$ cat config.mk
export PLATFORM = sky130hd
export DESIGN_NAME = nested_irq_ctrl
export DESIGN_NICKNAME = d
export VERILOG_FILES = /design/src/rtl/irq_pkg.sv /design/src/rtl/irq_regs.sv /design/src/rtl/irq_arbiter.sv /design/src/rtl/irq_nest.sv /design/src/rtl/nested_irq_ctrl.sv
export SDC_FILE = /design/constraint.sdc
export NUM_CORES = 1
export LEC_CHECK = 0
export BUFFER_PORTS_ARGS = -buffer_cell sky130_fd_sc_hd__buf_4
export CORE_ASPECT_RATIO = 0.8
export CORE_UTILIZATION = 56
export CTS_CLUSTER_DIAMETER = 200
export DETAILED_ROUTE_END_ITERATION = 16
export PLACE_DENSITY = 0.86
export SETUP_SLACK_MARGIN = 0.05
export SYNTH_ARGS = -nofsm -noshare
export SYNTH_HDL_FRONTEND = slang
export SYNTH_SLANG_ARGS = --single-unit
$ cat constraint.sdc
create_clock -name clk -period 6.94 [get_ports clk]
set_clock_uncertainty 0.15 [all_clocks]
set_input_delay 0.347 -clock clk [delete_from_list [all_inputs] [get_ports clk]]
set_output_delay 0.347 -clock clk [all_outputs]
set_load 0.02 [all_outputs]
$ cat src/rtl/irq_pkg.sv
package irq_pkg;
   localparam int LVL_W   = 2;
   localparam int NUM_LVL = 1 << LVL_W;
   typedef logic [LVL_W-1:0] lvl_t;
endpackage

$ cat src/rtl/irq_regs.sv
module irq_regs #(
   parameter int         N_SRC = 6,
   parameter logic [7:0] A_EN  = 8'hA8,
   parameter logic [7:0] A_PLO = 8'hB8,
   parameter logic [7:0] A_PHI = 8'hB7
) (
   input  logic             clk,
   input  logic             rst,
   input  logic             wr,
   input  logic [7:0]       addr,
   input  logic [7:0]       wdata,
   output logic [7:0]       rdata,
   output logic [N_SRC-1:0] en,
   output logic [N_SRC-1:0] plo,
   output logic [N_SRC-1:0] phi,
   output logic             glob
);
   localparam int GLOB_BIT = 7;

   always_ff @(posedge clk) begin
      if (rst) begin
         en   <= '0;
         plo  <= '0;
         phi  <= '0;
         glob <= 1'b0;
      end else if (wr) begin
         if (addr == A_EN) begin
            en   <= wdata[N_SRC-1:0];
            glob <= wdata[GLOB_BIT];
         end
         if (addr == A_PLO) plo <= wdata[N_SRC-1:0];
         if (addr == A_PHI) phi <= wdata[N_SRC-1:0];
      end
   end

   always_comb begin
      rdata = '0;
      if (addr == A_EN) begin
         rdata[N_SRC-1:0] = en;
         rdata[GLOB_BIT]  = glob;
      end else if (addr == A_PLO) begin
         rdata[N_SRC-1:0] = plo;
      end else if (addr == A_PHI) begin
         rdata[N_SRC-1:0] = phi;
      end
   end
endmodule

$ cat src/rtl/irq_arbiter.sv
module irq_arbiter
   import irq_pkg::*;
#(
   parameter int N_SRC      = 6,
   parameter int VEC_W      = 16,
   parameter int VEC_BASE   = 3,
   parameter int VEC_STRIDE = 8
) (
   input  logic [N_SRC-1:0] flags,
   input  logic [N_SRC-1:0] en,
   input  logic [N_SRC-1:0] plo,
   input  logic [N_SRC-1:0] phi,
   input  logic             glob,
   input  logic             cur_valid,
   input  lvl_t             cur_lvl,
   output logic             req,
   output logic [N_SRC-1:0] sel_oh,
   output lvl_t             sel_lvl,
   output logic [VEC_W-1:0] vec
);
   localparam int IDX_W = (N_SRC > 1) ? $clog2(N_SRC) : 1;

   lvl_t             src_lvl [N_SRC];
   logic [N_SRC-1:0] elig;
   logic [N_SRC-1:0] lvl_mask [NUM_LVL];
   logic [N_SRC-1:0] win_mask;
   logic [IDX_W-1:0] sel_idx;

   for (genvar g = 0; g < N_SRC; g++) begin : g_src
      assign src_lvl[g] = {phi[g], plo[g]};
      assign elig[g]    = glob & en[g] & flags[g] & (~cur_valid | (src_lvl[g] > cur_lvl));
      for (genvar l = 0; l < NUM_LVL; l++) begin : g_lvl
         assign lvl_mask[l][g] = elig[g] & (src_lvl[g] == lvl_t'(l));
      end
   end

   always_comb begin
      req      = 1'b0;
      sel_lvl  = '0;
      win_mask = '0;
      for (int l = NUM_LVL - 1; l >= 0; l--) begin
         if (!req && (|lvl_mask[l])) begin
            req      = 1'b1;
            sel_lvl  = lvl_t'(l);
            win_mask = lvl_mask[l];
         end
      end
   end

   assign sel_oh = win_mask & (~win_mask + N_SRC'(1));

   always_comb begin
      sel_idx = '0;
      for (int i = N_SRC - 1; i >= 0; i--) begin
         if (sel_oh[i]) sel_idx = IDX_W'(i);
      end
   end

   assign vec = VEC_W'(VEC_BASE) + VEC_W'(sel_idx) * VEC_W'(VEC_STRIDE);
endmodule

$ cat src/rtl/irq_nest.sv
module irq_nest
   import irq_pkg::*;
(
   input  logic               clk,
   input  logic               rst,
   input  logic               push,
   input  lvl_t               push_lvl,
   input  logic               pop,
   output logic [NUM_LVL-1:0] isv,
   output logic               cur_valid,
   output lvl_t               cur_lvl
);
   logic [NUM_LVL-1:0] top_oh;
   logic [NUM_LVL-1:0] set_oh;

   always_comb begin
      cur_lvl = '0;
      for (int l = 0; l < NUM_LVL; l++) begin
         if (isv[l]) cur_lvl = lvl_t'(l);
      end
   end

   assign cur_valid = |isv;
   assign top_oh    = (pop && cur_valid) ? (NUM_LVL'(1) << cur_lvl) : '0;
   assign set_oh    = push ? (NUM_LVL'(1) << push_lvl) : '0;

   always_ff @(posedge clk) begin
      if (rst) isv <= '0;
      else     isv <= (isv & ~top_oh) | set_oh;
   end
endmodule

$ cat src/rtl/nested_irq_ctrl.sv
module nested_irq_ctrl
   import irq_pkg::*;
#(
   parameter int         N_SRC       = 6,
   parameter int         VEC_W       = 16,
   parameter int         VEC_BASE    = 3,
   parameter int         VEC_STRIDE  = 8,
   parameter int         EXT0_IDX    = 0,
   parameter int         EXT1_IDX    = 2,
   parameter logic [7:0] HW_CLR_MASK = 8'b0000_1010,
   parameter logic [7:0] A_EN        = 8'hA8,
   parameter logic [7:0] A_PLO       = 8'hB8,
   parameter logic [7:0] A_PHI       = 8'hB7
) (
   input  logic               clk,
   input  logic               rst,
   input  logic               sfr_wr,
   input  logic [7:0]         sfr_addr,
   input  logic [7:0]         sfr_wdata,
   output logic [7:0]         sfr_rdata,
   input  logic [N_SRC-1:0]   req_flags,
   input  logic [1:0]         ext_edge,
   output logic               vec_req,
   output logic [VEC_W-1:0]   vec_addr,
   input  logic               vec_ack,
   input  logic               reti,
   output logic [N_SRC-1:0]   flag_clr,
   output logic [NUM_LVL-1:0] svc_level
);
   if (N_SRC < 1 || N_SRC > 7) begin : g_bad_nsrc
      $error("N_SRC must fit below the master enable bit");
   end
   if (VEC_W < 8 || VEC_BASE + (N_SRC - 1) * VEC_STRIDE >= (1 << VEC_W)) begin : g_bad_vec
      $error("vector table does not fit in VEC_W bits");
   end
   if (EXT0_IDX >= N_SRC || EXT1_IDX >= N_SRC || EXT0_IDX == EXT1_IDX) begin : g_bad_ext
      $error("external source indices out of range");
   end

   logic [N_SRC-1:0] en, plo, phi, sel_oh, clr_en;
   logic             glob_en, cur_valid, take;
   lvl_t             sel_lvl, cur_lvl;

   irq_regs #(.N_SRC(N_SRC), .A_EN(A_EN), .A_PLO(A_PLO), .A_PHI(A_PHI)) u_regs (
      .clk(clk), .rst(rst), .wr(sfr_wr), .addr(sfr_addr), .wdata(sfr_wdata),
      .rdata(sfr_rdata), .en(en), .plo(plo), .phi(phi), .glob(glob_en)
   );

   irq_arbiter #(.N_SRC(N_SRC), .VEC_W(VEC_W), .VEC_BASE(VEC_BASE),
                 .VEC_STRIDE(VEC_STRIDE)) u_arb (
      .flags(req_flags), .en(en), .plo(plo), .phi(phi), .glob(glob_en),
      .cur_valid(cur_valid), .cur_lvl(cur_lvl), .req(vec_req),
      .sel_oh(sel_oh), .sel_lvl(sel_lvl), .vec(vec_addr)
   );

   assign take = vec_ack & vec_req;

   irq_nest u_nest (
      .clk(clk), .rst(rst), .push(take), .push_lvl(sel_lvl), .pop(reti),
      .isv(svc_level), .cur_valid(cur_valid), .cur_lvl(cur_lvl)
   );

   for (genvar g = 0; g < N_SRC; g++) begin : g_clr
      if (g == EXT0_IDX) begin : g_ext0
         assign clr_en[g] = ext_edge[0];
      end else if (g == EXT1_IDX) begin : g_ext1
         assign clr_en[g] = ext_edge[1];
      end else begin : g_fixed
         assign clr_en[g] = HW_CLR_MASK[g];
      end
   end

   assign flag_clr = take ? (sel_oh & clr_en) : '0;
endmodule

**Word-level counts from Yosys, hierarchy flattened**

Index checks and enable logic that the tools add are counted.

- $add $sub $neg: 2
- $lt $le $gt $ge: 6
- Equality and inequality tests: 21
- Shifts and indexed selects: 2
- Multiplexer cells: 28
- Bitwise gates (word level): 56
- Reductions and logical operators: 21

Operator list:

| cell | count |
|---|---|
| 6-bit two-way mux | 8 |
| 1-bit bitwise AND | 43 |
| 2-bit == test (second input constant) | 12 |
| 8-bit == test (second input constant) | 3 |
| 6-bit OR reduction | 4 |
| 3-bit two-way mux | 6 |
| 2-bit by 1-bit == test with 1-bit output (second input constant) | 6 |
| 2-bit greater-than comparator | 6 |
| 2-bit logical NOT | 6 |
| 2-bit two-way mux | 6 |
| 4-bit two-way mux | 2 |
| 1-bit by 2-bit left shift with 4-bit output (first input constant) | 2 |
| 2-bit by 6-bit adder with 7-bit output (first input constant) | 1 |
| 6-bit by 1-bit adder with 6-bit output (second input constant) | 1 |
| 6-bit by 4-bit bitwise AND with 6-bit output | 1 |
| 6-bit bitwise AND | 1 |
| 1-bit two-way mux | 6 |
| 6-bit inverter | 1 |
| 1-bit OR | 6 |
| 2-bit AND reduction | 3 |
| 4-bit bitwise AND | 1 |
| 1-bit logical AND | 4 |
| 4-bit inverter | 1 |
| 4-bit OR | 1 |
| 3 further kinds | 5 |

- Register bits after elaboration: 23
- Input bits: 29
- Output and inout bits: 35
- Word-level logic and storage cells: 141

**Logic depth before layout (Yosys ltp)**

Gate-level depths: netlist of the first run.

- Depth in word-level cells: 28
- Gate-level depth with buffers: 13
- Depth with buffers taken out: 12

**By module**

From an unflattened synthesis of the first run, not the netlist that was laid out.

- Cell total of the unflattened synthesis: 282
- Area, all modules: 2,397.3 µm²

Modules (own cells, without submodules):

| module | times used | cells an instance | area each (µm²) | seq. area each (µm²) |
|---|---|---|---|---|
| irq_arbiter | 1 | 153 | 1,102.3 | 0.0 |
| irq_regs | 1 | 101 | 1,056.0 | 380.4 |
| irq_nest | 1 | 20 | 180.2 | 80.1 |
| nested_irq_ctrl | 1 | 8 | 58.8 | 0.0 |

**Worst setup path before layout of the first run**

No wires, ideal clock.

- Path kind: register to output
- From: register u_nest.isv[2]
- To: output port flag_clr[2]
- Arrival time: 3.309 ns
- Slack: 3.134 ns
- Cell stages (with the launch flop): 13
- Buffers on the path: 0
- Cells stage by stage: dfxtp_1 inv_1 a21o_1 ha_1 nand2_1 o21ai_2 a211oi_1 a222oi_1 nand2_2 mux2_4 a221o_1 o2bb2ai_2 nor3_1

- Longest elaborated chain between the ends: 22

Ends and longest elaborated chain:

| element | RTL line | RTL |
|---|---|---|
| start: declaration | irq_nest.sv:9 | `output logic [NUM_LVL-1:0] isv,` |
| start signal: assignment | irq_nest.sv:29 | `else isv <= (isv & ~top_oh) \| set_oh;` |
| 2-bit two-way mux (2 in series) | irq_nest.sv:19 | `if (isv[l]) cur_lvl = lvl_t'(l);` |
| 2-bit greater-than comparator | irq_arbiter.sv:31 | `assign elig[g] = glob & en[g] & flags[g] & (~cur_valid \| (src_lvl[g] > cur_lvl));` |
| 1-bit OR | irq_arbiter.sv:31 |  |
| 1-bit bitwise AND | irq_arbiter.sv:31 |  |
| 1-bit bitwise AND | irq_arbiter.sv:33 | `assign lvl_mask[l][g] = elig[g] & (src_lvl[g] == lvl_t'(l));` |
| 6-bit OR reduction | irq_arbiter.sv:42 | `if (!req && (\|lvl_mask[l])) begin` |
| 1-bit two-way mux | irq_arbiter.sv:42 |  |
| 1-bit logical NOT | irq_arbiter.sv:42 |  |
| (+5 left out) | - |  |
| 1-bit logical NOT | irq_arbiter.sv:42 |  |
| 1-bit logical AND | irq_arbiter.sv:42 |  |
| 6-bit two-way mux | irq_arbiter.sv:42 |  |
| 6-bit inverter | irq_arbiter.sv:50 | `assign sel_oh = win_mask & (~win_mask + N_SRC'(1));` |
| 6-bit by 1-bit adder with 6-bit output | irq_arbiter.sv:50 |  |
| 6-bit bitwise AND | irq_arbiter.sv:50 |  |
| 6-bit by 4-bit bitwise AND with 6-bit output | nested_irq_ctrl.sv:73 | `assign flag_clr = take ? (sel_oh & clr_en) : '0;` |
| 6-bit two-way mux * | nested_irq_ctrl.sv:73 |  |
| end: declaration | nested_irq_ctrl.sv:27 | `output logic [N_SRC-1:0] flag_clr,` |

Mark *: on every way between the ends. The rest lies on a longest branch, timed or not.

**Worst setup path after layout of the first run**

- From: register u_nest.isv[2]
- To: output port vec_addr[4]

- Longest elaborated chain between the ends: 27

Ends and longest elaborated chain:

| element | RTL line | RTL |
|---|---|---|
| 2-bit two-way mux (2 in series) | irq_nest.sv:19 |  |
| 2-bit greater-than comparator | irq_arbiter.sv:31 |  |
| 1-bit OR | irq_arbiter.sv:31 |  |
| 1-bit bitwise AND | irq_arbiter.sv:31 |  |
| 1-bit bitwise AND | irq_arbiter.sv:33 |  |
| 6-bit OR reduction | irq_arbiter.sv:42 |  |
| 1-bit two-way mux | irq_arbiter.sv:42 |  |
| 1-bit logical NOT | irq_arbiter.sv:42 |  |
| (+6 left out) | - |  |
| 1-bit logical AND | irq_arbiter.sv:42 |  |
| 6-bit two-way mux * | irq_arbiter.sv:42 |  |
| 6-bit inverter | irq_arbiter.sv:50 |  |
| 6-bit by 1-bit adder with 6-bit output | irq_arbiter.sv:50 |  |
| 6-bit bitwise AND * | irq_arbiter.sv:50 |  |
| 3-bit two-way mux (5 in series) | irq_arbiter.sv:55 | `if (sel_oh[i]) sel_idx = IDX_W'(i);` |
| 3-bit two-way mux * | irq_arbiter.sv:55 |  |
| 2-bit by 6-bit adder with 7-bit output * | irq_arbiter.sv:59 | `assign vec = VEC_W'(VEC_BASE) + VEC_W'(sel_idx) * VEC_W'(VEC_STRIDE);` |
| end: declaration | nested_irq_ctrl.sv:24 | `output logic [VEC_W-1:0] vec_addr,` |

Marks and branches as above.

==> reports/metrics.yaml, run 1 <==
finish:
  diodes: 0
  nFillCells: 295
  finish.instance_area_um2: 2460
  fin_nets: 371
  final_common_cell: "buf_4"
  ff_latch_area_um2: 460.4
  drive_above_1_share_pct: 20.97
  area_growth_pct: 15.65
  multi_input_area_um2: 1496
  mostFrequentLayoutCells: "46 x buf_4, 37 x nand2_1, 26 x nand3_1, 24 x nor2_1, 24 x a21oi_1"
route:
  vias: 2323
  firstDrtPassIters: 7
  wl_per_cell_um: 15.67
  via_per_inst: 6.261
  drtIter0Drc: 219
  drc_errors: 0
  drtAntennaViolNets: 0
  drt_wl_total_um: 5815
synthesis:
  synth-seq-area-share_pct: 21.65
  synth_edf_count: 0
  ys.warnings.count: 0
  yosysUniqueCellTypes: 57
  syn_inst: 291
  synthFlopType: "dfxtp_1"
  async_flop_share_pct: 0
  synth_area_um2: 2127
  synth-seq-cells: 23
  synth_area_per_cell_um2: 7.309
timing:
  tightest_slew_ns: 0.7044
  hold_viol: 0
  maxSlewHeadroom_pct: 51.83
  drv_slew: 0
  fin_crit_sh_pct: 63.65
  final-setup-viol-count: 0
  max_clock_freq_mhz: 226.4
  fin_tns_setup_ns: 0
  rsz0062_at_grt: "no"
  fin_ws_ns: 2.523
  timing.hold.ws_ns: 0.1847
  period_minus_slack_ns: 4.417
worst_hold_path:
  hold_class: "in -> reg"
  min-delay-start: "sfr_wdata[3]"
setup_path:
  end_kind: "primary output"
  critPathLaunch: "u_nest.isv[2]"
  slowest_delay_ns: 0.69
  critPathArrivalTime_ns: 3.92
  crit_slowest_cell: "a222oi_1"
  worstReg2RegStart: "u_nest.isv[2]"
  path_class: "reg -> out"
  path_max_fanout: 8
  critPathRequiredTime_ns: 6.44
  crit_chain: "nor2_4 > ha_1 > nor2b_4 > o21ai_2 > a211oi_1 > a222oi_1 > nand2_2 > mux2_4 > a221o_1 > o2bb2ai_2 > o21ba_2 > buf_4"
  startpoint_type: "register"
place:
  dp_worst_setup_slack_ns: 2.991
  place.detailed.hpwl_um: 4556
  placed_cell_area_um2: 2411
  gp_congestion: 0.9323
  port_buffers: 46
floorplan:
  initial_core_util_pct: 60.46
  die_w_um: 70.91
  io_pins: 64
  die_h_um: 57.13
  num_rows: 19
  core_area_um2: 3518
  die_area_um2: 4050
clocking:
  clockBufferDepth: 2
  clock-sinks: 23
  htreeDepth: 1
  cts_root_buf: "clkbuf_8"
  hold_buffers: 0
  cts_made_buffers: 3
  post_cts_buffers: 0
  clkLatencyLatePin_ns: 0.27
  cts_tree: "built"
  clk_pin_slew_ns: 0.09
  cts_resized: 0
grt:
  grt_overflow: 0
  first_global_vias: 2086
  grt_pass1_wl_um: 9549
  track_usage_pct: 29.42
  grt_max_degree: 24
  antenna_found_initial: 0
run:
  drv_cap: 0
outcome:
  outcome: "finished clean"
power:
  vdd_drop_max_mv: 0.07162
  p_total_uw: 247.6
  p_leak_uw: 0.0009670
  power_per_cell_area_nw_per_um2: 100.7
-- logic make-up (layout without fill, tap and decap cells) --
logic type / count (synthesis) / in the layout / share of synthesized area (%)
AND/OR/NAND/NOR: 118 / 118 / 27.65
other: 2 / 16 / 0.3531
buffers and inverters: 41 / 65 / 10.47
adder cells (fa/ha/maj): 12 / 12 / 7.059
flip-flops: 23 / 23 / 21.65
AO/OA/AOI/OAI: 82 / 82 / 26.47
multiplexers: 13 / 13 / 6.353
-- area by class of cell --
type	instances	share of cell area, %
inverter	15	2.289
clock inverter	1	0.3052
clock buffer	3	1.679
tap	42	2.136
timing repair buffer	46	14.04
multi-input combinational	241	60.83
sequential	23	18.72
-- per-layer routing --
| metal | routed length, um | track usage (%) |
|---|---|---|
| met1 | 2650 | 40.72 |
| met2 | 2626 | 49.59 |
| met3 | 470 | 4.770 |
| met4 | 68 | 4.571 |
| met5 | 0 | 0 |
-- power breakdown --
group,switching (uW),internal [uW],total (uW),leakage (uW)
clock network,45.6,40.6,86.2,0.0000217
registers,0.219,132,132,0.000185
logic,17.6,11.7,29.2,0.000760
-- Yosys cell counts (3+ instances only) --
cell type  instances  area share [%]
a21oi_1           24             5.6
a22oi_1            3             1.1
o21ai_0           12             2.8
a32oi_1            3             1.2
a211oi_1           6             2.1
a31oi_1            3            0.88
inv_1             15             2.6
nor3_1             3            0.71
mux2i_1           12             5.6
a2111oi_0          4             1.6
dfxtp_1           23              22
ha_1              12             7.1
buf_4             16             5.6
and2_1             3            0.88
o21ai_1            3            0.71
nand4_1            3            0.88
and3_1             3            0.88
nand2_1           37             6.5
clkbuf_1           8             1.4
a221oi_1           3             1.2
nor2_1            24             4.2
nand3_1           26             6.1
nor2b_1            5             1.5
-- final timing paths --
path	end	slack, ns	cells past startpoint
hold / removal	u_regs.plo[3]	0.18	3
setup reg to reg	u_nest.isv[0]	3.43	12
setup / recovery	vec_addr[4]	2.52	12
hold reg to reg	u_regs.en[2]	0.33	2
-- metrics by stage --
stage / util [%] / instances
4_1_cts: 69.91 / 371
2_1_floorplan: - / 305
6_report: 69.91 / 371
5_1_grt: 69.91 / 371
3_3_place_gp: 68.53 / 367
3_5_place_dp: 68.53 / 367
-- state kept, by name (all words and copies together), names as in the netlist --
signal	count
u_nest.isv	4
u_regs.plo	6
u_regs.en	6
u_regs.phi	6
u_regs.glob	1
-- critical path: cells and delay by family (launching register included) --
kind            cells  cell delay, ns
mux                 1            0.36
simple gates        3            0.69
compound gates      6            1.76
flops               1            0.37
buf+inv             1            0.15
fa+ha+maj           1            0.31
Power figures use the tool's default switching activity.
==> inputs of run 2 (changes only) <==
Settings changed: CORE_UTILIZATION 56 to 52, PLACE_DENSITY 0.86 to 0.81.
Clock period 6.94 ns to 4.48 ns, I/O delays scaled along.
==> reports/metrics.yaml, run 2 (synthesized netlist as in run 1, its figures left out) <==
grt:
  grt_overflow: 0  # unchanged
  first_global_vias: 1959  # -6.1%
  grt_max_degree: 24  # unchanged
  track_usage_pct: 26.11  # -3.3 points
  antenna_found_initial: 0  # unchanged
  grt_pass1_wl_um: 8804  # -7.8%
clocking:
  hold_buffers: 0  # unchanged
  cts_tree: "built"
  cts_root_buf: "clkbuf_8"
  clockBufferDepth: 2  # unchanged
  clock-sinks: 23  # unchanged
  cts_resized: 0  # unchanged
  clkLatencyLatePin_ns: 0.27  # about the same
  clk_pin_slew_ns: 0.09  # about the same
  post_cts_buffers: 0  # unchanged
  htreeDepth: 1  # unchanged
  cts_made_buffers: 3  # unchanged
floorplan:
  core_area_um2: 3854  # +9.5%
  die_h_um: 59.21  # +3.6%
  die_area_um2: 4352  # +7.4%
  die_w_um: 73.51  # +3.7%
  initial_core_util_pct: 55.19  # -5.3 points
  io_pins: 64  # unchanged
  num_rows: 20  # +1
setup_path:
  path_max_fanout: 8  # unchanged
  end_kind: "primary output"
  critPathRequiredTime_ns: 4.11  # -2.33 ns
  path_buf_inv: 2  # +1
  critPathArrivalTime_ns: 3.82  # -0.10 ns
  startpoint_type: "register"
  slowest_delay_ns: 0.65  # -0.04 ns
  path_class: "reg -> out"
  crit_slowest_cell: "a222oi_1"
  critPathTopFamily: "compound AO/OA/AOI/OAI gates"
  crit_chain: "inv_1 > a21o_1 > ha_1 > nand2_1 > o21ai_2 > a211oi_1 > a222oi_1 > nand2_2 > mux2_4 > a221o_1 > o2bb2ai_2 > nor4_2 > buf_4"
worst_hold_path:
  hold_class: "in -> reg"
route:
  firstDrtPassIters: 5  # -2
  drtIter0Drc: 174  # -21%
  via_per_inst: 5.846  # -6.6%
  drtAntennaViolNets: 0  # unchanged
  wl_per_cell_um: 14.16  # -9.6%
  vias: 2245  # -3.4%
  drt_wl_total_um: 5438  # -6.5%
  drc_errors: 0  # unchanged
power:
  power_per_cell_area_nw_per_um2: 153.9  # +53%
  clock_power_share_pct: 34.5  # -0.3 points
  p_switching_uw: 95.58  # +51%
  pwr-share-seq_pct: 53.7  # +0.3 points
  p_comb_share_pct: 11.8  # about the same
  netSwitchingFraction_pct: 25.09  # -0.49 points
  vdd_drop_max_mv: 0.1383  # +93%
  internal-power_uw: 285.4  # +55%
  p_leak_uw: 0.0009670  # unchanged
place:
  port_buffers: 46  # unchanged
  placed_cell_area_um2: 2427  # +0.67%
  gp_congestion: 0.8761  # -6.0%
  place.detailed.hpwl_um: 4320  # -5.2%
finish:
  mostFrequentLayoutCells: "46 x buf_4, 37 x nand2_1, 26 x nand3_1, 24 x nor2_1, 24 x a21oi_1"
  finish.instance_area_um2: 2476  # +0.66%
  reg_top3: "u_regs.en: 6 flops, u_regs.phi: 6 flops, u_regs.plo: 6 flops"
  final_common_cell: "buf_4"
  diodes: 0  # unchanged
  area_growth_pct: 16.41
  drive_above_1_share_pct: 20.97  # unchanged
  fin_nets: 371  # unchanged
timing:
  fin_tns_setup_ns: 0  # unchanged
  maxSlewHeadroom_pct: 46.32  # -5.5 points
  hold_viol: 0  # unchanged
  drv_slew: 0  # unchanged
  rsz0062_at_grt: "no"
  period_minus_slack_ns: 4.199
  max_clock_freq_mhz: 238.2
  tightest_slew_ns: 0.7849  # +0.08056 ns
  final-setup-viol-count: 0  # unchanged
  fin_crit_sh_pct: 93.72
  timing.hold.ws_ns: 0.06168  # -0.1231 ns
run:
  drv_cap: 0  # unchanged
outcome:
  outcome: "finished clean"
-- run 2: cell counts in the layout (fill, tap and decap cells not counted) --
No cell type changed its count.
-- run 2: path summary, 6_finish.rpt --
check	start	to	slack [ns]	cells after the start
hold reg to reg	u_regs.en[5]	u_regs.en[5]	0.33	2
hold / removal	sfr_wdata[5]	u_regs.plo[5]	0.06	3
setup reg to reg	u_nest.isv[2]	u_nest.isv[0]	1.05	11
setup / recovery	u_nest.isv[2]	vec_addr[5]	0.28	13
-- run 2: stage by stage --
step	utilization [%]	power, uW	setup WS (ns)	cells
detailed placement	62.99	253.9	0.6573	380
global route	64.25	397.5	0.05409	384
finish	64.25	381.0	0.2812	384
floorplan	-	242.1	0.7969	305
CTS	64.25	384.5	0.3269	384
global placement	62.99	253.5	0.6976	380
-- run 2: power by group through the flow --
stage,combinational [uW],sequential (uW),clock (uW)
final,44.9,205,131
after global routing,48.8,205,144
after CTS,44.5,205,135
after detailed placement,44.3,210,0
after global placement,43.9,210,0
after floorplan,32.7,209,0
-- run 2: per-layer routing --
metal	track usage [%]	vias up	routed length [um]
met1	35.86	1028	2560
met5	0	-	0
met4	6.319	0	46
li1	-	1110	-
met3	3.741	6	393
met2	43.25	101	2437
-- run 2: cell type report --
class	instances	area [um^2]
fillers	359	1378
multi-input cells	241	1496
repair buffers	46	345.3
inverters	15	56.30
clock buffers	3	41.29
flip-flops and latches	23	460.4
clock inverters	1	7.507
well taps	55	68.82
-- run 2: worst register-to-register path, stage by stage, from the launching register on --
cell and delay (ns):
dfxtp_1 0.37, nor2_4 0.29, ha_1 0.30, nor2b_1 0.13
o21ai_0 0.15, a21oi_1 0.22, a221oi_1 0.41, and3_1 0.39
nand2_1 0.15, o31ai_1 0.50, or3_1 0.19, a21oi_1 0.06
